===== config.mk =====
export PLATFORM = sky130hd
export DESIGN_NAME = byte_read_cache
export DESIGN_NICKNAME = d
export VERILOG_FILES = /design/src/rtl/brc_pkg.sv /design/src/rtl/brc_line_store.sv /design/src/rtl/brc_tag_match.sv /design/src/rtl/brc_fill_ctrl.sv /design/src/rtl/byte_read_cache.sv
export SDC_FILE = /design/constraint.sdc
export NUM_CORES = 1
export LEC_CHECK = 0
export BUFFER_PORTS_ARGS = -buffer_cell sky130_fd_sc_hd__buf_4
export CORE_MARGIN = 4
export CORE_UTILIZATION = 58
export CTS_CLUSTER_DIAMETER = 200
export DETAILED_ROUTE_END_ITERATION = 8
export MAX_ROUTING_LAYER = met4
export PLACE_DENSITY = 0.84
export SYNTH_ARGS = -nofsm -noshare
export SYNTH_HDL_FRONTEND = slang
export SYNTH_SLANG_ARGS = --single-unit

===== constraint.sdc =====
create_clock -name clk -period 3.2 [get_ports clk]
set_input_delay 0.48 -clock clk [delete_from_list [all_inputs] [get_ports clk]]
set_output_delay 0.48 -clock clk [all_outputs]
set_load 0.03 [all_outputs]

===== src/rtl/brc_pkg.sv =====
// Shared definitions for the two-way byte read cache.
// Assumes the cache is two-way; the way index is therefore one bit.
package brc_pkg;
    localparam int unsigned NUM_WAYS = 2;

    typedef enum logic {
        ST_IDLE = 1'b0,
        ST_FILL = 1'b1
    } fill_state_e;
endpackage


===== src/rtl/brc_line_store.sv =====
// Holds valid bits, tags, block data and one LRU bit per set.
// Assumes at most one fill write and one LRU update per cycle; reads are combinational.
module brc_line_store
    import brc_pkg::*;
#(
    parameter int unsigned IDX_W  = 1,
    parameter int unsigned TAG_W  = 2,
    parameter int unsigned LINE_W = 16
) (
    input  logic                                 clk,
    input  logic                                 rst_n,
    input  logic [IDX_W-1:0]                     rd_idx,
    output logic [NUM_WAYS-1:0]                  rd_valid,
    output logic [NUM_WAYS-1:0][TAG_W-1:0]       rd_tag,
    output logic [NUM_WAYS-1:0][LINE_W-1:0]      rd_line,
    output logic                                 rd_lru,
    input  logic                                 wr_en,
    input  logic [IDX_W-1:0]                     wr_idx,
    input  logic                                 wr_way,
    input  logic [TAG_W-1:0]                     wr_tag,
    input  logic [LINE_W-1:0]                    wr_line,
    input  logic                                 touch_en,
    input  logic [IDX_W-1:0]                     touch_idx,
    input  logic                                 touch_way
);
    localparam int unsigned SETS = 1 << IDX_W;

    logic [SETS-1:0][NUM_WAYS-1:0]              valid_q;
    logic [SETS-1:0][NUM_WAYS-1:0][TAG_W-1:0]   tag_q;
    logic [SETS-1:0][NUM_WAYS-1:0][LINE_W-1:0]  data_q;
    logic [SETS-1:0]                            lru_q;

    // Valid bits: cleared by reset, set when a fill lands.
    always_ff @(posedge clk) begin
        if (!rst_n) begin
            valid_q <= '0;
        end else if (wr_en) begin
            valid_q[wr_idx][wr_way] <= 1'b1;
        end
    end

    // Tag and data arrays: written on fill, no reset needed behind the valid bits.
    always_ff @(posedge clk) begin
        if (wr_en) begin
            tag_q[wr_idx][wr_way]  <= wr_tag;
            data_q[wr_idx][wr_way] <= wr_line;
        end
    end

    // LRU pointer: after a use, point at the other way.
    always_ff @(posedge clk) begin
        if (!rst_n) begin
            lru_q <= '0;
        end else if (touch_en) begin
            lru_q[touch_idx] <= ~touch_way;
        end
    end

    // Read port for the selected set.
    always_comb begin
        rd_valid = valid_q[rd_idx];
        rd_tag   = tag_q[rd_idx];
        rd_line  = data_q[rd_idx];
        rd_lru   = lru_q[rd_idx];
    end
endmodule


===== src/rtl/brc_tag_match.sv =====
// Compares the lookup tag against both ways of one set, selects the byte of a
// matching line by offset, and picks the victim way for a fill.
// Assumes at most one way matches (fills only occur on a miss).
module brc_tag_match
    import brc_pkg::*;
#(
    parameter int unsigned TAG_W  = 2,
    parameter int unsigned OFF_W  = 1,
    parameter int unsigned DATA_W = 8
) (
    input  logic [NUM_WAYS-1:0]                          rd_valid,
    input  logic [NUM_WAYS-1:0][TAG_W-1:0]               rd_tag,
    input  logic [NUM_WAYS-1:0][(DATA_W<<OFF_W)-1:0]     rd_line,
    input  logic                                         rd_lru,
    input  logic [TAG_W-1:0]                             look_tag,
    input  logic [OFF_W-1:0]                             look_off,
    output logic                                         hit,
    output logic                                         hit_way,
    output logic [DATA_W-1:0]                            hit_byte,
    output logic                                         victim_way
);
    localparam int unsigned LINE_W = DATA_W << OFF_W;

    logic [NUM_WAYS-1:0] way_match;
    logic [LINE_W-1:0]   sel_line;

    // One comparator per way.
    for (genvar w = 0; w < NUM_WAYS; w++) begin : g_cmp
        assign way_match[w] = rd_valid[w] && (rd_tag[w] == look_tag);
    end

    // Encode the matching way and pick the byte out of its line.
    always_comb begin
        hit     = |way_match;
        hit_way = 1'b0;
        for (int w = 0; w < NUM_WAYS; w++) begin
            if (way_match[w]) hit_way = w[0];
        end
        sel_line = rd_line[hit_way];
        hit_byte = sel_line[look_off*DATA_W +: DATA_W];
    end

    // Victim: first empty way, otherwise the way the LRU bit names.
    always_comb begin
        if (!rd_valid[0])      victim_way = 1'b0;
        else if (!rd_valid[1]) victim_way = 1'b1;
        else                   victim_way = rd_lru;
    end
endmodule


===== src/rtl/brc_fill_ctrl.sv =====
// Sequences a single outstanding miss: waits MEM_LAT cycles on the backing
// store and flags the cycle in which the returned block must be captured.
// Assumes the backing store delivers valid data after MEM_LAT cycles (MEM_LAT >= 1).
module brc_fill_ctrl
    import brc_pkg::*;
#(
    parameter int unsigned MEM_LAT = 4
) (
    input  logic clk,
    input  logic rst_n,
    input  logic start,
    output logic busy,
    output logic fill_done
);
    localparam int unsigned LAT_W = $clog2(MEM_LAT + 1);

    fill_state_e      state_q;
    logic [LAT_W-1:0] wait_q;

    // Idle/fill state and latency counter.
    always_ff @(posedge clk) begin
        if (!rst_n) begin
            state_q <= ST_IDLE;
            wait_q  <= '0;
        end else begin
            case (state_q)
                ST_IDLE: if (start) begin
                    state_q <= ST_FILL;
                    wait_q  <= '0;
                end
                ST_FILL: begin
                    wait_q <= wait_q + 1'b1;
                    if (fill_done) state_q <= ST_IDLE;
                end
                default: state_q <= ST_IDLE;
            endcase
        end
    end

    // Busy for the whole window; done on its last cycle.
    always_comb begin
        busy      = (state_q == ST_FILL);
        fill_done = busy && (wait_q == LAT_W'(MEM_LAT - 1));
    end
endmodule


===== src/rtl/byte_read_cache.sv =====
// Two-set, two-way read-only byte cache with 2-byte blocks in front of a
// fixed-latency backing store. One miss at a time; requests are only taken
// while rsp_ready is high. Results are registered and pulse rsp_valid.
module byte_read_cache
    import brc_pkg::*;
#(
    parameter int unsigned ADDR_W  = 4,
    parameter int unsigned IDX_W   = 1,
    parameter int unsigned OFF_W   = 1,
    parameter int unsigned DATA_W  = 8,
    parameter int unsigned MEM_LAT = 4,
    parameter int unsigned CNT_W   = 16
) (
    input  logic                        clk,
    input  logic                        rst_n,
    input  logic                        req_valid,
    input  logic [ADDR_W-1:0]           req_addr,
    output logic                        rsp_ready,
    output logic                        rsp_valid,
    output logic                        rsp_hit,
    output logic [DATA_W-1:0]           rsp_data,
    output logic                        mem_rd_en,
    output logic [ADDR_W-OFF_W-1:0]     mem_blk_addr,
    input  logic [(DATA_W<<OFF_W)-1:0]  mem_rd_data,
    output logic [CNT_W-1:0]            hit_count,
    output logic [CNT_W-1:0]            miss_count
);
    localparam int unsigned TAG_W  = ADDR_W - IDX_W - OFF_W;
    localparam int unsigned LINE_W = DATA_W << OFF_W;

    logic                                 busy, fill_done, start_miss, accept_hit;
    logic [ADDR_W-1:0]                    pend_q, cur_addr;
    logic [TAG_W-1:0]                     cur_tag;
    logic [IDX_W-1:0]                     cur_idx;
    logic [OFF_W-1:0]                     cur_off;
    logic [NUM_WAYS-1:0]                  rd_valid;
    logic [NUM_WAYS-1:0][TAG_W-1:0]       rd_tag;
    logic [NUM_WAYS-1:0][LINE_W-1:0]      rd_line;
    logic                                 rd_lru, hit, hit_way, victim_way;
    logic [DATA_W-1:0]                    hit_byte, fill_byte;

    // Address in use: the pending miss while filling, else the new request.
    always_comb begin
        cur_addr   = busy ? pend_q : req_addr;
        cur_off    = cur_addr[OFF_W-1:0];
        cur_idx    = cur_addr[OFF_W +: IDX_W];
        cur_tag    = cur_addr[ADDR_W-1 -: TAG_W];
        accept_hit = !busy && req_valid && hit;
        start_miss = !busy && req_valid && !hit;
        fill_byte  = mem_rd_data[cur_off*DATA_W +: DATA_W];
    end

    brc_line_store #(.IDX_W(IDX_W), .TAG_W(TAG_W), .LINE_W(LINE_W)) u_store (
        .clk       (clk),
        .rst_n     (rst_n),
        .rd_idx    (cur_idx),
        .rd_valid  (rd_valid),
        .rd_tag    (rd_tag),
        .rd_line   (rd_line),
        .rd_lru    (rd_lru),
        .wr_en     (fill_done),
        .wr_idx    (cur_idx),
        .wr_way    (victim_way),
        .wr_tag    (cur_tag),
        .wr_line   (mem_rd_data),
        .touch_en  (accept_hit || fill_done),
        .touch_idx (cur_idx),
        .touch_way (fill_done ? victim_way : hit_way)
    );

    brc_tag_match #(.TAG_W(TAG_W), .OFF_W(OFF_W), .DATA_W(DATA_W)) u_match (
        .rd_valid   (rd_valid),
        .rd_tag     (rd_tag),
        .rd_line    (rd_line),
        .rd_lru     (rd_lru),
        .look_tag   (cur_tag),
        .look_off   (cur_off),
        .hit        (hit),
        .hit_way    (hit_way),
        .hit_byte   (hit_byte),
        .victim_way (victim_way)
    );

    brc_fill_ctrl #(.MEM_LAT(MEM_LAT)) u_fill (
        .clk       (clk),
        .rst_n     (rst_n),
        .start     (start_miss),
        .busy      (busy),
        .fill_done (fill_done)
    );

    // Capture the missing address for the duration of the fill.
    always_ff @(posedge clk) begin
        if (!rst_n)          pend_q <= '0;
        else if (start_miss) pend_q <= req_addr;
    end

    // Registered response and hit/miss counters.
    always_ff @(posedge clk) begin
        if (!rst_n) begin
            rsp_valid  <= 1'b0;
            rsp_hit    <= 1'b0;
            rsp_data   <= '0;
            hit_count  <= '0;
            miss_count <= '0;
        end else begin
            rsp_valid <= accept_hit || fill_done;
            if (accept_hit) begin
                rsp_hit   <= 1'b1;
                rsp_data  <= hit_byte;
                hit_count <= hit_count + 1'b1;
            end else if (fill_done) begin
                rsp_hit  <= 1'b0;
                rsp_data <= fill_byte;
            end
            if (start_miss) miss_count <= miss_count + 1'b1;
        end
    end

    // Port-level handshake and backing-store request.
    always_comb begin
        rsp_ready    = !busy;
        mem_rd_en    = busy;
        mem_blk_addr = pend_q[ADDR_W-1:OFF_W];
    end
endmodule


==> run_results.csv, run 1 <==
group,metric,value,unit
worst_setup_path,r2r_start,"u_fill.busy",
timing,hold_violations,0,
status,status,"finished, final reports clean",
worst_setup_path,slowest_stage,"dfxtp_1",
grt,antenna_found_initial,0,
timing,setup_slack,0.241,ns
place,post-dp-hpwl,7980,um
die,coreArea,0.00928,sq mm
final_layout,drive_above_1_share,22.9,%
drt,wl,12100,um
final_layout,area_growth,22.4,%
worst_setup_path,r2r-end,"rsp_data[4]",
worst_setup_path,worstSetupPathType,"flop to flop",
final_layout,diodes,0,
logic_synthesis,yosys_warnings,0,
worst_setup_path,max_stage_delay,0.53,ns
timing,fin_crit_sh,92.5,%
timing,rsz0062_at_grt,"false",
clock_network,clkTransAtPathRegs,0.06,ns
clock_network,h-tree-depth,4,
grt,first_global_vias,4070,
logic_synthesis,syn-num-nets,500,
worst_setup_path,rr_worst_depth,9,
logic_synthesis,synthesis.area,0.00556,sq mm
logic_synthesis,synthArstFlopShare,0,%
place,port_buffers,69,
final_layout,multi_input_area,0.00213,sq mm
clock_network,clockBufferDepth,2,
drt,num_vias,4018,
place,gp_congestion,0.828,
timing,slew_headroom,53.0,%
worst_setup_path,crit_chain,"mux2_2 > buf_4 > nand2_1 > o22ai_1 > a22oi_1 > buf_4 > nand2b_1 > a22oi_1 > a21oi_1",
clock_network,ctsResizeCount,0,
clock_network,tritoncts,"yes",
die,die_h,106,um
final_layout,fin_nets,578,
worst_setup_path,startpoint,"u_fill.busy",
die,initial_core_util,59.9,%
pwr,leakage,2.57,nW
grt,grt.overflow.total,0,
timing,fin_crit,2.96,ns
drt,drc_errors,0,
logic_synthesis,yosys.area.top_type,"edfxtp_1",
worst_setup_path,end_kind,"flop",
die,die_x,106,um
timing,fin_skew,0.00983,ns
logic_synthesis,synth_area_per_cell,11.8,sq um
timing,worst_slew_pin_slew,0.703,ns
logic_synthesis,yosys.area.top_type_share,38.9,%
place,dp_slack,0.0680,ns
drt,routedWlPerCell,17.5,um
clock_network,post-cts-setup-buffers,0,
clock_network,cts-buffers-inserted,17,
worst_setup_path,cp.arrival,3.36,ns
timing,fmax,338,MHz
worst_setup_path,reg2reg_setup_slack,0.24,ns
grt,grt_pass1_wl,19800,um
hold_path,hold_start,"mem_rd_data[1]",
pwr,p_per_area,560,mW/mm^2
timing,setup_violations,0,
grt,grt_max_degree,58,
drt,dr.pass1.iters,6,
final_layout,regArea,0.00328,sq mm
logic_synthesis,syn_inst,473,
grt,track_usage,23.2,%
die,die_area,0.0112,sq mm
final_layout,nFillCells,619,
clock_network,cts_sinks,128,
die,io-pin-count,70,
pwr,peakVddDrop,346,uV
logic_synthesis,yosysUniqueCellTypes,49,
hold_path,worstHoldPathType,"primary input to flop",
timing,final-max-slew-violation-count,0,
logic_synthesis,synth_edf_count,72,
worst_setup_path,cp_max_fo,25,
die,rows,35,
clock_network,cts_root_buffer,"clkbuf_8",
worst_setup_path,worst_ep_required_time,3.60,ns
drt,routed_via_density,5.80,
drt,final_antenna_net_count,0,
drt,drt_iter0_markers,266,
clock_network,worst_skew_pair.late_latency,0.52,ns
logic_synthesis,synth.area.top_cells,"edfxtp_1 39%, dfxtp_1 20%, and2_1 3.6%, nand2_1 3.4%, mux2i_1 2.9%",
logic_synthesis,ys_seq_elements,128,
worst_setup_path,endpoint,"rsp_data[4]",
timing,tns,0,ns
worst_setup_path,cp-start-kind,"flop",
flow_run,drv_cap,0,
clock_network,cts_hold_buf,0,
logic_synthesis,yosysSeqAreaShare,59.1,%
logic_synthesis,synthFlopType,"edfxtp_1",
-- how the worst min path moves through the flow --
| stage | depth (start not counted) | end |
|---|---|---|
| 6_report | 1 | u_store.data_q[33] |
| 5_1_grt | 1 | u_store.data_q[1] |
| 4_1_cts | 1 | u_store.data_q[1] |
| 3_5_place_dp | 2 | u_fill.wait_q[1] |
| 3_3_place_gp | 2 | u_store.lru_q[1] |
| 2_1_floorplan | 2 | u_store.lru_q[0] |
-- critical path: cells and delay by family (launching register included) --
kind                   cells  cell delay (ns)
AOI/OAI and AO/OA          4             0.93
buffers and inverters      2             0.63
DFF                        1             0.53
and+or+nand+nor            2             0.45
muxes                      1             0.31
-- layout make-up --
type / instances / area share [%]
clock buffer: 19 / 6.34
clock inverter: 13 / 2.00
inverter: 10 / 0.551
multi-input combinational: 310 / 31.2
sequential: 128 / 48.2
tap: 129 / 2.37
timing repair buffer: 84 / 9.26
-- state kept, by name (all words and copies together), names as in the netlist --
register and count:
u_store.valid_q 4, u_store.lru_q 2, u_fill.wait_q 3, u_store.data_q 64, pend_q 4, u_store.tag_q 8, u_fill.busy 1, rsp_valid 1
miss_count 16, rsp_data 8, hit_count 16, rsp_hit 1
-- routing by layer --
layer	track usage, %	vias up	part of all wire [%]
met2	38.1	168	50
met1	27.2	1919	42
li1	-	1900	-
met5	-	-	0
met4	10.7	0	2.4
met3	5.34	31	6.2
-- synth_stat cells (12+ instances only) --
library cell and n:
and2_1 32, nand3_1 23, mux2i_1 16, xor2_1 18, dfxtp_1 56, o21ai_0 19
nor2_1 14, clkbuf_1 13, xnor2_1 16, edfxtp_1 72, nor4_1 15, nand2_1 51
a21oi_1 12, a21boi_0 17
-- power breakdown --
group	switching [mW]	leakage, nW	internal (mW)
Sequential	0.0116	1.10	1.75
Combinational	0.138	1.21	0.0890
Clock	0.700	0.262	1.13
Total	0.850	2.57	2.96
-- metrics by stage --
stage | utilization (%) | hold WS (ns) | std cells | total power [mW] | area (sq um)
floorplan | - | 0.428 | 473 | 1.94 | 5560
global placement | 67.1 | 0.451 | 661 | 2.01 | 6230
detailed placement | 67.1 | 0.477 | 661 | 2.01 | 6230
CTS | 73.2 | 0.154 | 693 | 3.83 | 6790
global route | 73.3 | 0.156 | 693 | 3.93 | 6810
finish | 73.3 | 0.167 | 693 | 3.81 | 6810
-- cell families after synthesis --
logic type / Yosys count / share of synthesized area, %
multiplexers: 26 / 6.53
adder cells (fa/ha/maj): 4 / 0.900
AND/OR/NAND/NOR: 163 / 15.1
AO/OA/AOI/OAI: 83 / 10.0
flip-flops: 128 / 59.1
buffers and inverters: 35 / 3.02
XOR/XNOR: 34 / 5.36
-- cells in the final DEF, fill, tap and decap left out, drive strengths merged, types with 4 or more instances in the layout --
master    count
a21oi        12
and2         32
clkbuf       19
dfxtp        56
nand3        23
ha            4
nand2        51
and3          5
inv          12
o21a          5
a22oi         6
xor2         18
nor3          7
buf          84
xnor2        16
edfxtp       72
nor2         14
a2111oi       8
mux2i        18
o21ai        20
clkinvlp      5
o22ai         7
nor4         16
a21boi       18
mux4          6
clkinv        4
Note: power is estimated with default switching activity, not from simulation.
==> run 2: changes to the inputs <==
CORE_MARGIN = 5   (was 4)
SYNTH_HIERARCHICAL = 1   (was default)
==> run_results.csv, run 2 <==
group,metric,value,unit
status,status,"finished, final reports clean",
timing,fin_skew,0.00974,ns
grt,first_global_vias,3881,
grt,grt_max_degree,35,
final_layout,utilization,73.5,%
pwr,p_per_area,565,mW/mm^2
timing,setup_slack,0.206,ns
die,initial_core_util,59.7,%
pwr,leakage,2.55,nW
timing,fmax,334,MHz
timing,rsz0062_at_grt,"false",
pwr,finalPower,3.85,mW
final_layout,top_register,"u_store/data_q",
clock_network,post-cts-setup-buffers,0,
drt,dr.pass1.iters,5,
die,io-pin-count,70,
drt,num_vias,3847,
logic_synthesis,synth_edf_count,72,
die,die_h,108,um
place,port_buffers,69,
logic_synthesis,synth_area_per_cell,13.1,sq um
clock_network,cts_root_buffer,"clkbuf_8",
drt,wl,12400,um
final_layout,diodes,0,
logic_synthesis,yosys.area.top_type,"edfxtp_1",
drt,routed_via_density,5.96,
logic_synthesis,yosysUniqueCellTypes,58,
clock_network,cts-buffers-inserted,17,
flow_run,drv_cap,0,
place,dp_slack,0.260,ns
pwr,switching_share,21.2,%
timing,final-max-slew-violation-count,0,
timing,whs,0.183,ns
drt,final_antenna_net_count,0,
final_layout,layout_common_cells,"80 x buf_4, 72 x edfxtp_1, 55 x dfxtp_1",
die,die_area,0.0116,sq mm
worst_setup_path,cp-start-kind,"flop",
logic_synthesis,yosys_warnings,6,
pwr,switching_power,817,uW
clock_network,h-tree-depth,4,
pwr,clockPowerShare,48.2,%
drt,drc_errors,0,
drt,drt_iter0_markers,255,
worst_setup_path,worstSetupPathType,"flop to flop",
final_layout,layout_commonest_cell,"buf_4",
place,post-dp-hpwl,7650,um
logic_synthesis,ys_top_cells_by_count,"72 x edfxtp_1, 56 x dfxtp_1, 33 x mux2_2, 33 x nand2_1, 21 x nor2_1",
pwr,p_int,3.04,mW
final_layout,largest_reg_flops,64,
final_layout,reg_top3,"u_store/data_q x64, hit_count x16, miss_count x16",
logic_synthesis,synthArstFlopShare,0,%
clock_network,tritoncts,"yes",
logic_synthesis,synthFlopType,"edfxtp_1",
worst_setup_path,cp_max_fo,19,
worst_setup_path,end_kind,"flop",
timing,worst_slew_pin_slew,0.559,ns
clock_network,cts_hold_buf,0,
die,rows,35,
logic_synthesis,synth_most_common_cell,"edfxtp_1",
timing,setup_violations,0,
place,gp_congestion,0.808,
timing,slew_headroom,62.4,%
logic_synthesis,yosys.area.top_type_share,39.0,%
timing,fin_crit_sh,93.6,%
grt,grt_pass1_wl,19900,um
logic_synthesis,synthesis.area,0.00555,sq mm
clock_network,clkTransAtPathRegs,0.06,ns
drt,routedWlPerCell,19.2,um
pwr,peakVddDrop,359,uV
pwr,pwr-share-seq,45.7,%
final_layout,fin_nets,531,
logic_synthesis,ys_seq_elements,128,
clock_network,ctsResizeCount,0,
timing,tns,0,ns
worst_setup_path,cp.arrival,3.43,ns
pwr,combPwrFrac,6.1,%
clock_network,clockBufferDepth,2,
logic_synthesis,syn_inst,425,
logic_synthesis,syn-num-nets,452,
logic_synthesis,yosysSeqAreaShare,59.2,%
grt,grt.overflow.total,0,
final_layout,area_growth,23.1,%
hold_path,worstHoldPathType,"primary input to flop",
timing,hold_violations,0,
clock_network,cts_sinks,128,
die,die_x,108,um
grt,track_usage,23.0,%
timing,fin_crit,2.99,ns
worst_setup_path,worst_ep_required_time,3.64,ns
grt,antenna_found_initial,0,
logic_synthesis,synth.area.top_cells,"edfxtp_1 39%, dfxtp_1 20%, mux2_2 6.7%, mux4_2 3.2%, mux2_4 2.7%",
clock_network,worst_skew_pair.late_latency,0.51,ns
die,coreArea,0.00928,sq mm
final_layout,drive_above_1_share,35.8,%
[run 2: cell count changes in the layout (fill, tap and decap cells not counted), moves of 9 or more]
cell | previous run | this run
a21boi_0 | 17 | 1
a311oi_1 | 0 | 9
and2_1 | 32 | 3
mux2_2 | 2 | 33
mux2_4 | 0 | 10
mux2i_1 | 16 | 6
nand2_1 | 51 | 33
nor4_1 | 15 | 1
[run 2: logic make-up (layout without fill, tap and decap cells)]
family | count (synthesis) | in the layout | share of synthesized area (%)
buffers and inverters | 31 | 123 | 2.87
multiplexers | 58 | 58 | 14.1
adder cells (fa/ha/maj) | 4 | 4 | 0.902
XOR/XNOR | 19 | 19 | 3.00
AO/OA/AOI/OAI | 65 | 65 | 7.72
flip-flops | 128 | 128 | 59.2
AND/OR/NAND/NOR | 120 | 120 | 12.2
[run 2: area by class of cell]
class	count	area, sq um
tap	129	161
inverter	9	33.8
clock buffer	27	557
clock inverter	5	36.3
timing repair buffer	82	641
fill	584	2460
multi-input combinational	266	2110
sequential	128	3290
[run 2: worst paths after layout]
check                     startpoint            endpoint  slack (ns)  depth (start not counted)
setup / recovery         u_fill/busy       hit_count[11]        0.21                          9
hold / removal       mem_rd_data[14]  u_store/data_q[62]        0.18                          1
hold reg to reg   u_store/valid_q[3]  u_store/valid_q[3]        0.48                          1
setup reg to reg         u_fill/busy       hit_count[11]        0.21                          9
[run 2: power by group through the flow]
stage / Sequential, mW / Clock [mW] / Combinational, mW
floorplan: 1.80 / 0 / 0.157
global placement: 1.79 / 0 / 0.223
detailed placement: 1.79 / 0 / 0.230
CTS: 1.76 / 1.87 / 0.236
global route: 1.76 / 1.95 / 0.252
finish: 1.76 / 1.86 / 0.236
[run 2: metrics by stage]
stage          instances  area [sq um]
2_1_floorplan        425          5560
3_3_place_gp         614          6230
3_5_place_dp         614          6230
4_1_cts              646          6830
5_1_grt              646          6830
6_report             646          6830
[run 2: layer usage]
layer	part of all wire, %	vias up	routed length [um]	global-route usage (%)
met2	51	139	6290	36.9
met3	5.7	24	700	6.00
met1	42	1918	5150	28.0
met4	2.0	0	249	8.75
met5	0	-	0	-
li1	-	1766	-	-
[run 2: worst max-delay path, stage by stage, from the launching register on]
cell and delay (ns):
dfxtp_4 0.48, mux2_2 0.46, mux2_2 0.31, xnor2_1 0.27, nand3_4 0.10, nand2_1 0.18, and3b_1 0.36, nand2_1 0.17
or3_2 0.43, a21oi_1 0.15
